`src/rtl/chan_fifo_pkg.sv`:
```
package chan_fifo_pkg;
  typedef enum logic [1:0] {
    DMA_OFF   = 2'b00,
    DMA_SHARE = 2'b01,
    DMA_SPLIT = 2'b10,
    DMA_OFF2  = 2'b11
  } dma_mode_e;
endpackage

```
`src/rtl/tag_fifo.sv`:
```
module tag_fifo #(
  parameter int W     = 8,
  parameter int DEPTH = 4,
  parameter bit MARK  = 1'b0,
  localparam int AW   = $clog2(DEPTH),
  localparam int CW   = $clog2(DEPTH + 1)
) (
  input  logic          clk_i,
  input  logic          rst_ni,
  input  logic          push_i,
  input  logic [W-1:0]  din_i,
  input  logic          pop_i,
  output logic [W-1:0]  dout_o,
  output logic          mark_o,
  output logic          empty_o,
  output logic          full_o
);
  logic [W-1:0]  mem_q [DEPTH];
  logic [AW-1:0] wr_ptr_q, rd_ptr_q, last_ptr;
  logic [CW-1:0] cnt_q;
  logic          do_push, do_pop, drop;

  assign empty_o = (cnt_q == '0);
  assign full_o  = (cnt_q == CW'(DEPTH));
  assign do_pop  = pop_i && !empty_o;
  assign do_push = push_i && (!full_o || pop_i);
  assign drop    = push_i && full_o && !pop_i;
  assign last_ptr = (wr_ptr_q == '0) ? AW'(DEPTH - 1) : wr_ptr_q - 1'b1;

  function automatic logic [AW-1:0] nxt(input logic [AW-1:0] p);
    return (p == AW'(DEPTH - 1)) ? '0 : p + 1'b1;
  endfunction

  always_ff @(posedge clk_i or negedge rst_ni) begin
    if (!rst_ni) begin
      wr_ptr_q <= '0;
      rd_ptr_q <= '0;
      cnt_q    <= '0;
    end else begin
      if (do_push) wr_ptr_q <= nxt(wr_ptr_q);
      if (do_pop)  rd_ptr_q <= nxt(rd_ptr_q);
      if (do_push && !do_pop)      cnt_q <= cnt_q + 1'b1;
      else if (do_pop && !do_push) cnt_q <= cnt_q - 1'b1;
    end
  end

  always_ff @(posedge clk_i) begin
    if (do_push) mem_q[wr_ptr_q] <= din_i;
  end

  assign dout_o = mem_q[rd_ptr_q];

  generate
    if (MARK) begin : g_mark
      logic [DEPTH-1:0] mk_q;
      always_ff @(posedge clk_i or negedge rst_ni) begin
        if (!rst_ni) mk_q <= '0;
        else begin
          if (do_push) mk_q[wr_ptr_q] <= 1'b0;
          if (drop)    mk_q[last_ptr] <= 1'b1;
        end
      end
      assign mark_o = mk_q[rd_ptr_q] && !empty_o;
    end else begin : g_nomark
      assign mark_o = 1'b0;
    end
  endgenerate

  AST_NO_OVERFLOW: assert property (@(posedge clk_i) disable iff (!rst_ni)
    cnt_q <= CW'(DEPTH));
  AST_FULL_DROP: assert property (@(posedge clk_i) disable iff (!rst_ni)
    drop |=> full_o && $stable(wr_ptr_q));
  AST_EMPTY_POP: assert property (@(posedge clk_i) disable iff (!rst_ni)
    (pop_i && !push_i && empty_o) |=> empty_o);
endmodule

```
`src/rtl/dma_req_gen.sv`:
```
module dma_req_gen
  import chan_fifo_pkg::*;
#(
  parameter int GPO_W = 2
) (
  input  logic             clk_i,
  input  logic             rst_ni,
  input  logic [1:0]       dma_mode_i,
  input  logic             rx_en_i,
  input  logic             tx_en_i,
  input  logic             rx_avail_i,
  input  logic             tx_room_i,
  input  logic             gpo_wr_i,
  input  logic [GPO_W-1:0] gpo_val_i,
  output logic             req1_no,
  output logic             req2_no
);
  logic [GPO_W-1:0] gpo_q;
  logic             rx_need, tx_need;
  dma_mode_e        mode;

  assign mode    = dma_mode_e'(dma_mode_i);
  assign rx_need = rx_en_i && rx_avail_i;
  assign tx_need = tx_en_i && tx_room_i;

  always_ff @(posedge clk_i or negedge rst_ni) begin
    if (!rst_ni)       gpo_q <= '0;
    else if (gpo_wr_i) gpo_q <= gpo_val_i;
  end

  always_comb begin
    unique case (mode)
      DMA_SHARE: begin
        req1_no = !(rx_need || tx_need);
        req2_no = !gpo_q[1];
      end
      DMA_SPLIT: begin
        req1_no = !rx_need;
        req2_no = !tx_need;
      end
      default: begin
        req1_no = !gpo_q[0];
        req2_no = !gpo_q[1];
      end
    endcase
  end

  AST_GPO_KEEP: assert property (@(posedge clk_i) disable iff (!rst_ni)
    (mode == DMA_OFF && !gpo_wr_i) |=> (dma_mode_i != DMA_OFF || $stable(req1_no)));
endmodule

```
`src/rtl/chan_fifo_dma.sv`:
```
module chan_fifo_dma #(
  parameter int DATA_W = 8,
  parameter int STAT_W = 3,
  parameter int CMD_W  = 2,
  parameter int DEPTH  = 4
) (
  input  logic              clk_i,
  input  logic              rst_ni,
  input  logic              rx_push_i,
  input  logic [DATA_W-1:0] rx_char_i,
  input  logic [STAT_W-1:0] rx_stat_i,
  input  logic              rx_pop_i,
  output logic [DATA_W-1:0] rx_char_o,
  output logic [STAT_W:0]   rx_stat_o,
  output logic              rx_valid_o,
  input  logic              tx_push_i,
  input  logic [DATA_W-1:0] tx_char_i,
  input  logic [CMD_W-1:0]  tx_cmd_i,
  output logic              tx_space_o,
  input  logic              tx_pull_i,
  output logic [DATA_W-1:0] tx_char_o,
  output logic [CMD_W-1:0]  tx_cmd_o,
  output logic              tx_valid_o,
  output logic              underrun_o,
  input  logic              underrun_clr_i,
  output logic              remote_hold_o,
  input  logic              rx_en_i,
  input  logic              tx_en_i,
  input  logic [1:0]        dma_mode_i,
  input  logic              gpo_wr_i,
  input  logic [1:0]        gpo_val_i,
  output logic              req1_no,
  output logic              req2_no
);
  localparam int RXW = DATA_W + STAT_W;
  localparam int TXW = DATA_W + CMD_W;

  logic [RXW-1:0] rx_dout;
  logic [TXW-1:0] tx_dout;
  logic rx_empty, rx_full, rx_mark, tx_empty, tx_full, tx_mark_unused;
  logic undr_q;

  tag_fifo #(.W(RXW), .DEPTH(DEPTH), .MARK(1'b1)) u_rx_fifo (
    .clk_i, .rst_ni,
    .push_i (rx_push_i),
    .din_i  ({rx_stat_i, rx_char_i}),
    .pop_i  (rx_pop_i),
    .dout_o (rx_dout),
    .mark_o (rx_mark),
    .empty_o(rx_empty),
    .full_o (rx_full)
  );

  tag_fifo #(.W(TXW), .DEPTH(DEPTH), .MARK(1'b0)) u_tx_fifo (
    .clk_i, .rst_ni,
    .push_i (tx_push_i && !tx_full),
    .din_i  ({tx_cmd_i, tx_char_i}),
    .pop_i  (tx_pull_i),
    .dout_o (tx_dout),
    .mark_o (tx_mark_unused),
    .empty_o(tx_empty),
    .full_o (tx_full)
  );

  dma_req_gen #(.GPO_W(2)) u_dma_req (
    .clk_i, .rst_ni,
    .dma_mode_i,
    .rx_en_i,
    .tx_en_i,
    .rx_avail_i(!rx_empty),
    .tx_room_i (!tx_full),
    .gpo_wr_i,
    .gpo_val_i,
    .req1_no,
    .req2_no
  );

  always_ff @(posedge clk_i or negedge rst_ni) begin
    if (!rst_ni)                   undr_q <= 1'b0;
    else if (tx_pull_i && tx_empty) undr_q <= 1'b1;
    else if (underrun_clr_i)       undr_q <= 1'b0;
  end

  assign rx_char_o     = rx_dout[DATA_W-1:0];
  assign rx_stat_o     = {rx_mark, rx_dout[RXW-1:DATA_W]};
  assign rx_valid_o    = !rx_empty;
  assign tx_char_o     = tx_dout[DATA_W-1:0];
  assign tx_cmd_o      = tx_dout[TXW-1:DATA_W];
  assign tx_valid_o    = !tx_empty;
  assign tx_space_o    = !tx_full;
  assign remote_hold_o = rx_full;
  assign underrun_o    = undr_q;

  AST_UNDERRUN_SET: assert property (@(posedge clk_i) disable iff (!rst_ni)
    (tx_pull_i && !tx_valid_o) |=> underrun_o);
  AST_UNDERRUN_HOLD: assert property (@(posedge clk_i) disable iff (!rst_ni)
    (underrun_o && !underrun_clr_i) |=> underrun_o);
  AST_HOLD_RISE: assert property (@(posedge clk_i) disable iff (!rst_ni)
    (!remote_hold_o && !rx_push_i) |=> !remote_hold_o);
endmodule

```
`config.mk`:
```
export PLATFORM = sky130hd
export DESIGN_NAME = chan_fifo_dma
export DESIGN_NICKNAME = d
export VERILOG_FILES = /design/src/rtl/chan_fifo_pkg.sv /design/src/rtl/tag_fifo.sv /design/src/rtl/dma_req_gen.sv /design/src/rtl/chan_fifo_dma.sv
export SDC_FILE = /design/constraint.sdc
export NUM_CORES = 1
export LEC_CHECK = 0
export ABC_AREA = 1
export BUFFER_PORTS_ARGS = -buffer_cell sky130_fd_sc_hd__buf_2
export CORE_MARGIN = 8
export CORE_UTILIZATION = 39
export DETAILED_ROUTE_END_ITERATION = 16
export GPL_TIMING_DRIVEN = 0
export MAX_ROUTING_LAYER = met4
export PLACE_DENSITY = 0.55
export SLEW_MARGIN = 20
export SYNTH_ARGS = -nofsm -noshare
export SYNTH_HDL_FRONTEND = slang
export SYNTH_SLANG_ARGS = --single-unit
```
`constraint.sdc`:
```
create_clock -name clk_i -period 2.5 [get_ports clk_i]
set_clock_uncertainty 0.05 [all_clocks]
set_input_delay 0.25 -clock clk_i [delete_from_list [all_inputs] [get_ports clk_i]]
set_output_delay 0.25 -clock clk_i [all_outputs]
set_load 0.05 [all_outputs]
```
==> results.toml <==
[synth]
ys_top_cells_by_area = "edfxtp_1 55%, dfrtp_1 12%, nor2_1 4.2%"
syn-instance-count = 361
syn_area_um2 = 4547
yosysSeqAreaShare = 0.6703
synth.avg_cell_area_um2 = 12.60
synthAdderAreaFrac = 0.04733
synth-compound-area-share = 0.1013
syn-num-nets = 412
synth_top_cell_by_area = "edfxtp_1"
ys_ff_latch = 105
yosysUniqueCellTypes = 34
synth_top_area_frac = 0.5548
synth_top_family_by_area = "simple AND/OR/NAND/NOR gates"
synthSimpleGateAreaFrac = 0.1186
synth_xor_area_frac = 0.007705
synth.area.mux_share = 0.002477
synth_warnings = 0

[die]
die_area_um2 = 15370
die_width_um = 124.0
die_h_um = 124.0
io_pins = 64
row_count = 39
initial_core_util = 0.3982
core_area_um2 = 11420

[sta]
slew_violations = 0
hold_viol_final = 0
setup_tns_ns = 0
fin_crit_ns = 2.087
setup_violations = 0
max_slew_margin = 0.2408
rsz0062_at_grt = "no"
fmax_ghz = 0.4791
period_share = 0.8349
worst_slew_pin_slew_ns = 1.135

[power_and_ir_drop]
internal_power_mw = 4.073
vdd.ir_drop.worst_mv = 0.9206
p_seq_frac = 0.341
power_leakage_nw = 2.156
powerDensity_nw_per_um2 = 1388
switchingPower_mw = 3.359
netSwitchingFraction = 0.4520
totalPowerFinal_mw = 7.431
p_comb_frac = 0.467
power_frac_clock = 0.192

[layout]
final_nets = 487
seq_area_um2 = 3048
n_antenna_cell = 0
multiInputGateArea_um2 = 1261
synthToLayoutAreaGrowth_pct = 17.78
fillers = 1071
drive_above_1_share = 0.3061

[route]
num_vias = 2842
drt_wl_total_um = 9390
drc = 0
detailedRoute.firstIterationViolations = 136
drt-wirelength-per-cell_um = 16.08
viasPerCell = 4.866
ant_nets = 0
drt_first_pass_iters = 4

[clock_network]
cts_setup_buffers = 0
h-tree-depth = 3
root_buffer = "clkbuf_16"
clkLatencyLatePin_ns = 0.34
path_clk_slew_ns = 0.07
clock_path_buffers = 2
tritoncts = "done"
clock_sinks = 105
cts_buffers = 9

[setup_path]
crit_buf_inv = 3
critPathTopFamily = "buffers and inverters"
critPathRequiredTime_ns = 2.20
cp_cell_sequence = "inv_1 > buf_2 > o21ai_1 > o22ai_1 > buf_2"
crit_path_start_kind = "register"
cpMostUsedCell = "buf_2"
reg2reg_depth = 4
cpPeakStageDelay_ns = 0.45
crit_arrival_ns = 1.79
path_class = "register to primary output"
worstPathMaxFanout = 10
r2r-end = "u_tx_fifo.mem_q[3][7]"
r2r_setup_slack_ns = 0.53
critPathCaptureType = "primary output"
reg2reg_from = "u_tx_fifo.cnt_q[0]"
crit_path_top_delay_cell = "dfrtp_1"

[grt]
grt_max_degree = 22
gr-usage-all-layers = 0.1343
grt_pass1_wl_um = 15040
antenna_found_initial = 0
grt_pass1_vias = 2974
overflow = 0

[min_path]
whs_path_depth = 2
hold_start = "underrun_clr_i"
holdPathEnd = "underrun_o"
hp-class = "input port to register"

[placement]
io_buffer_count = 63
gp_congestion = 0.7380
dp_hpwl_um = 6314

[status]
outcome = "completed"

[flow_run]
drv_cap = 0
-- Yosys cell counts --
master and count:
nand3_1 6, edfxtp_1 84, ha_1 14, xor2_1 2, o21ai_1 29, inv_1 24
nor2_4 2, o22ai_1 18, nor3_1 1, o22ai_2 3, fa_1 2, o21ai_2 2
nand2_2 5, mux2_2 1, buf_6 3, o21ai_0 19, inv_6 1, nand4_4 1
a21boi_1 1, inv_4 1, buf_2 7, dfrtp_1 21, or2_2 1, xnor2_1 2
nand3_2 2, buf_8 1, nand2_4 5, nor2_2 8, a21oi_2 4, nand2_1 28
buf_4 3, inv_2 7, a21oi_1 2, nor2_1 51
-- worst register-to-register path, cell delays in order, from the launching register on --
cell	delay, ns
dfrtp_1	0.46
nor2_4	0.07
nand2_4	0.08
nand2_4	0.07
nor2_1	0.85
-- layout make-up --
class                   count  area share
clock buffers               9     0.04206
repair buffers             64     0.06075
inverters                  33     0.02453
flip-flops and latches    105      0.5692
multi-input cells         209      0.2355
clock inverters             7     0.01472
well taps                 143     0.03341
plain buffers              14     0.01986
-- power groups by stage --
stage                     Clock, mW  Combinational, mW  Sequential (mW)
after floorplan                   0               2.66             2.54
after global placement            0               3.48             2.56
after detailed placement          0               3.52             2.57
after CTS                      1.48               3.53             2.54
after global routing           1.53               3.77             2.58
final                          1.43               3.47             2.53
-- registers in the layout, indices dropped and copies added (netlist names) --
signal,flops
u_rx_fifo.mem_q,44
u_tx_fifo.mem_q,40
u_rx_fifo.g_mark.mk_q,4
u_rx_fifo.cnt_q,3
u_tx_fifo.cnt_q,3
u_dma_req.gpo_q,2
u_rx_fifo.rd_ptr_q,2
u_rx_fifo.wr_ptr_q,2
u_tx_fifo.rd_ptr_q,2
u_tx_fifo.wr_ptr_q,2
underrun_o,1
-- metal layers --
metal / track usage / share of wire / up-vias
met2: 0.2346 / 0.51 / 58
met5: - / 0 / -
met1: 0.1471 / 0.43 / 1365
met4: 0.04833 / 0.014 / 0
met3: 0.03083 / 0.041 / 11
li1: - / - / 1408
-- cell usage in the layout, fill, tap and decap left out, types with 9 or more instances in the layout --
| cell | synthesis | final |
|---|---|---|
| edfxtp_1 | 84 | 84 |
| buf_2 | 7 | 70 |
| nor2_1 | 51 | 51 |
| o21ai_1 | 29 | 29 |
| nand2_1 | 28 | 28 |
| inv_1 | 24 | 24 |
| dfrtp_1 | 21 | 21 |
| o21ai_0 | 19 | 19 |
| o22ai_1 | 18 | 18 |
| ha_1 | 14 | 14 |
| clkbuf_16 | 0 | 9 |
-- worst max path at each step --
stage	start	end	slack [ns]	cells after the start
after CTS	u_rx_fifo.rd_ptr_q[1]	rx_char_o[7]	0.37	5
final	u_rx_fifo.rd_ptr_q[1]	rx_char_o[4]	0.41	5
after global placement	u_tx_fifo.wr_ptr_q[0]	u_tx_fifo.mem_q[0][5]	0.50	4
after global routing	u_rx_fifo.rd_ptr_q[1]	rx_char_o[7]	0.27	5
after detailed placement	u_tx_fifo.wr_ptr_q[0]	u_tx_fifo.mem_q[0][5]	0.50	4
after floorplan	u_rx_fifo.cnt_q[0]	u_rx_fifo.cnt_q[2]	0.43	10
-- kinds of logic (layout without fill, tap and decap cells) --
kind of cell	after synthesis	count (layout)
xor+xnor	4	4
buf+inv	47	127
simple gates	110	110
compound gates	78	78
mux	1	1
flops	105	105
fa+ha+maj	16	16
-- through the flow --
step / cells / setup WS (ns) / cell area [µm²] / util / hold slack (ns)
6_report: 584 / 0.4128 / 5355 / 0.4690 / 0.04388
5_1_grt: 584 / 0.2654 / 5355 / 0.4690 / 0.04705
4_1_cts: 584 / 0.3744 / 5355 / 0.4690 / 0.03174
3_5_place_dp: 567 / 0.4957 / 5041 / 0.4415 / 0.2066
3_3_place_gp: 567 / 0.5009 / 5041 / 0.4415 / 0.2030
2_1_floorplan: 361 / 0.4334 / 4547 / - / -0.09559
-- timing repair --
item | 4_1_cts | 5_1_grt
endpoints found under the setup margin | 0 | 0
endpoints found under the hold margin | 21 | 0
hold buffers | 1 | 0
gates resized for setup | 0 | 0
Note: power is estimated with default switching activity, not from simulation.
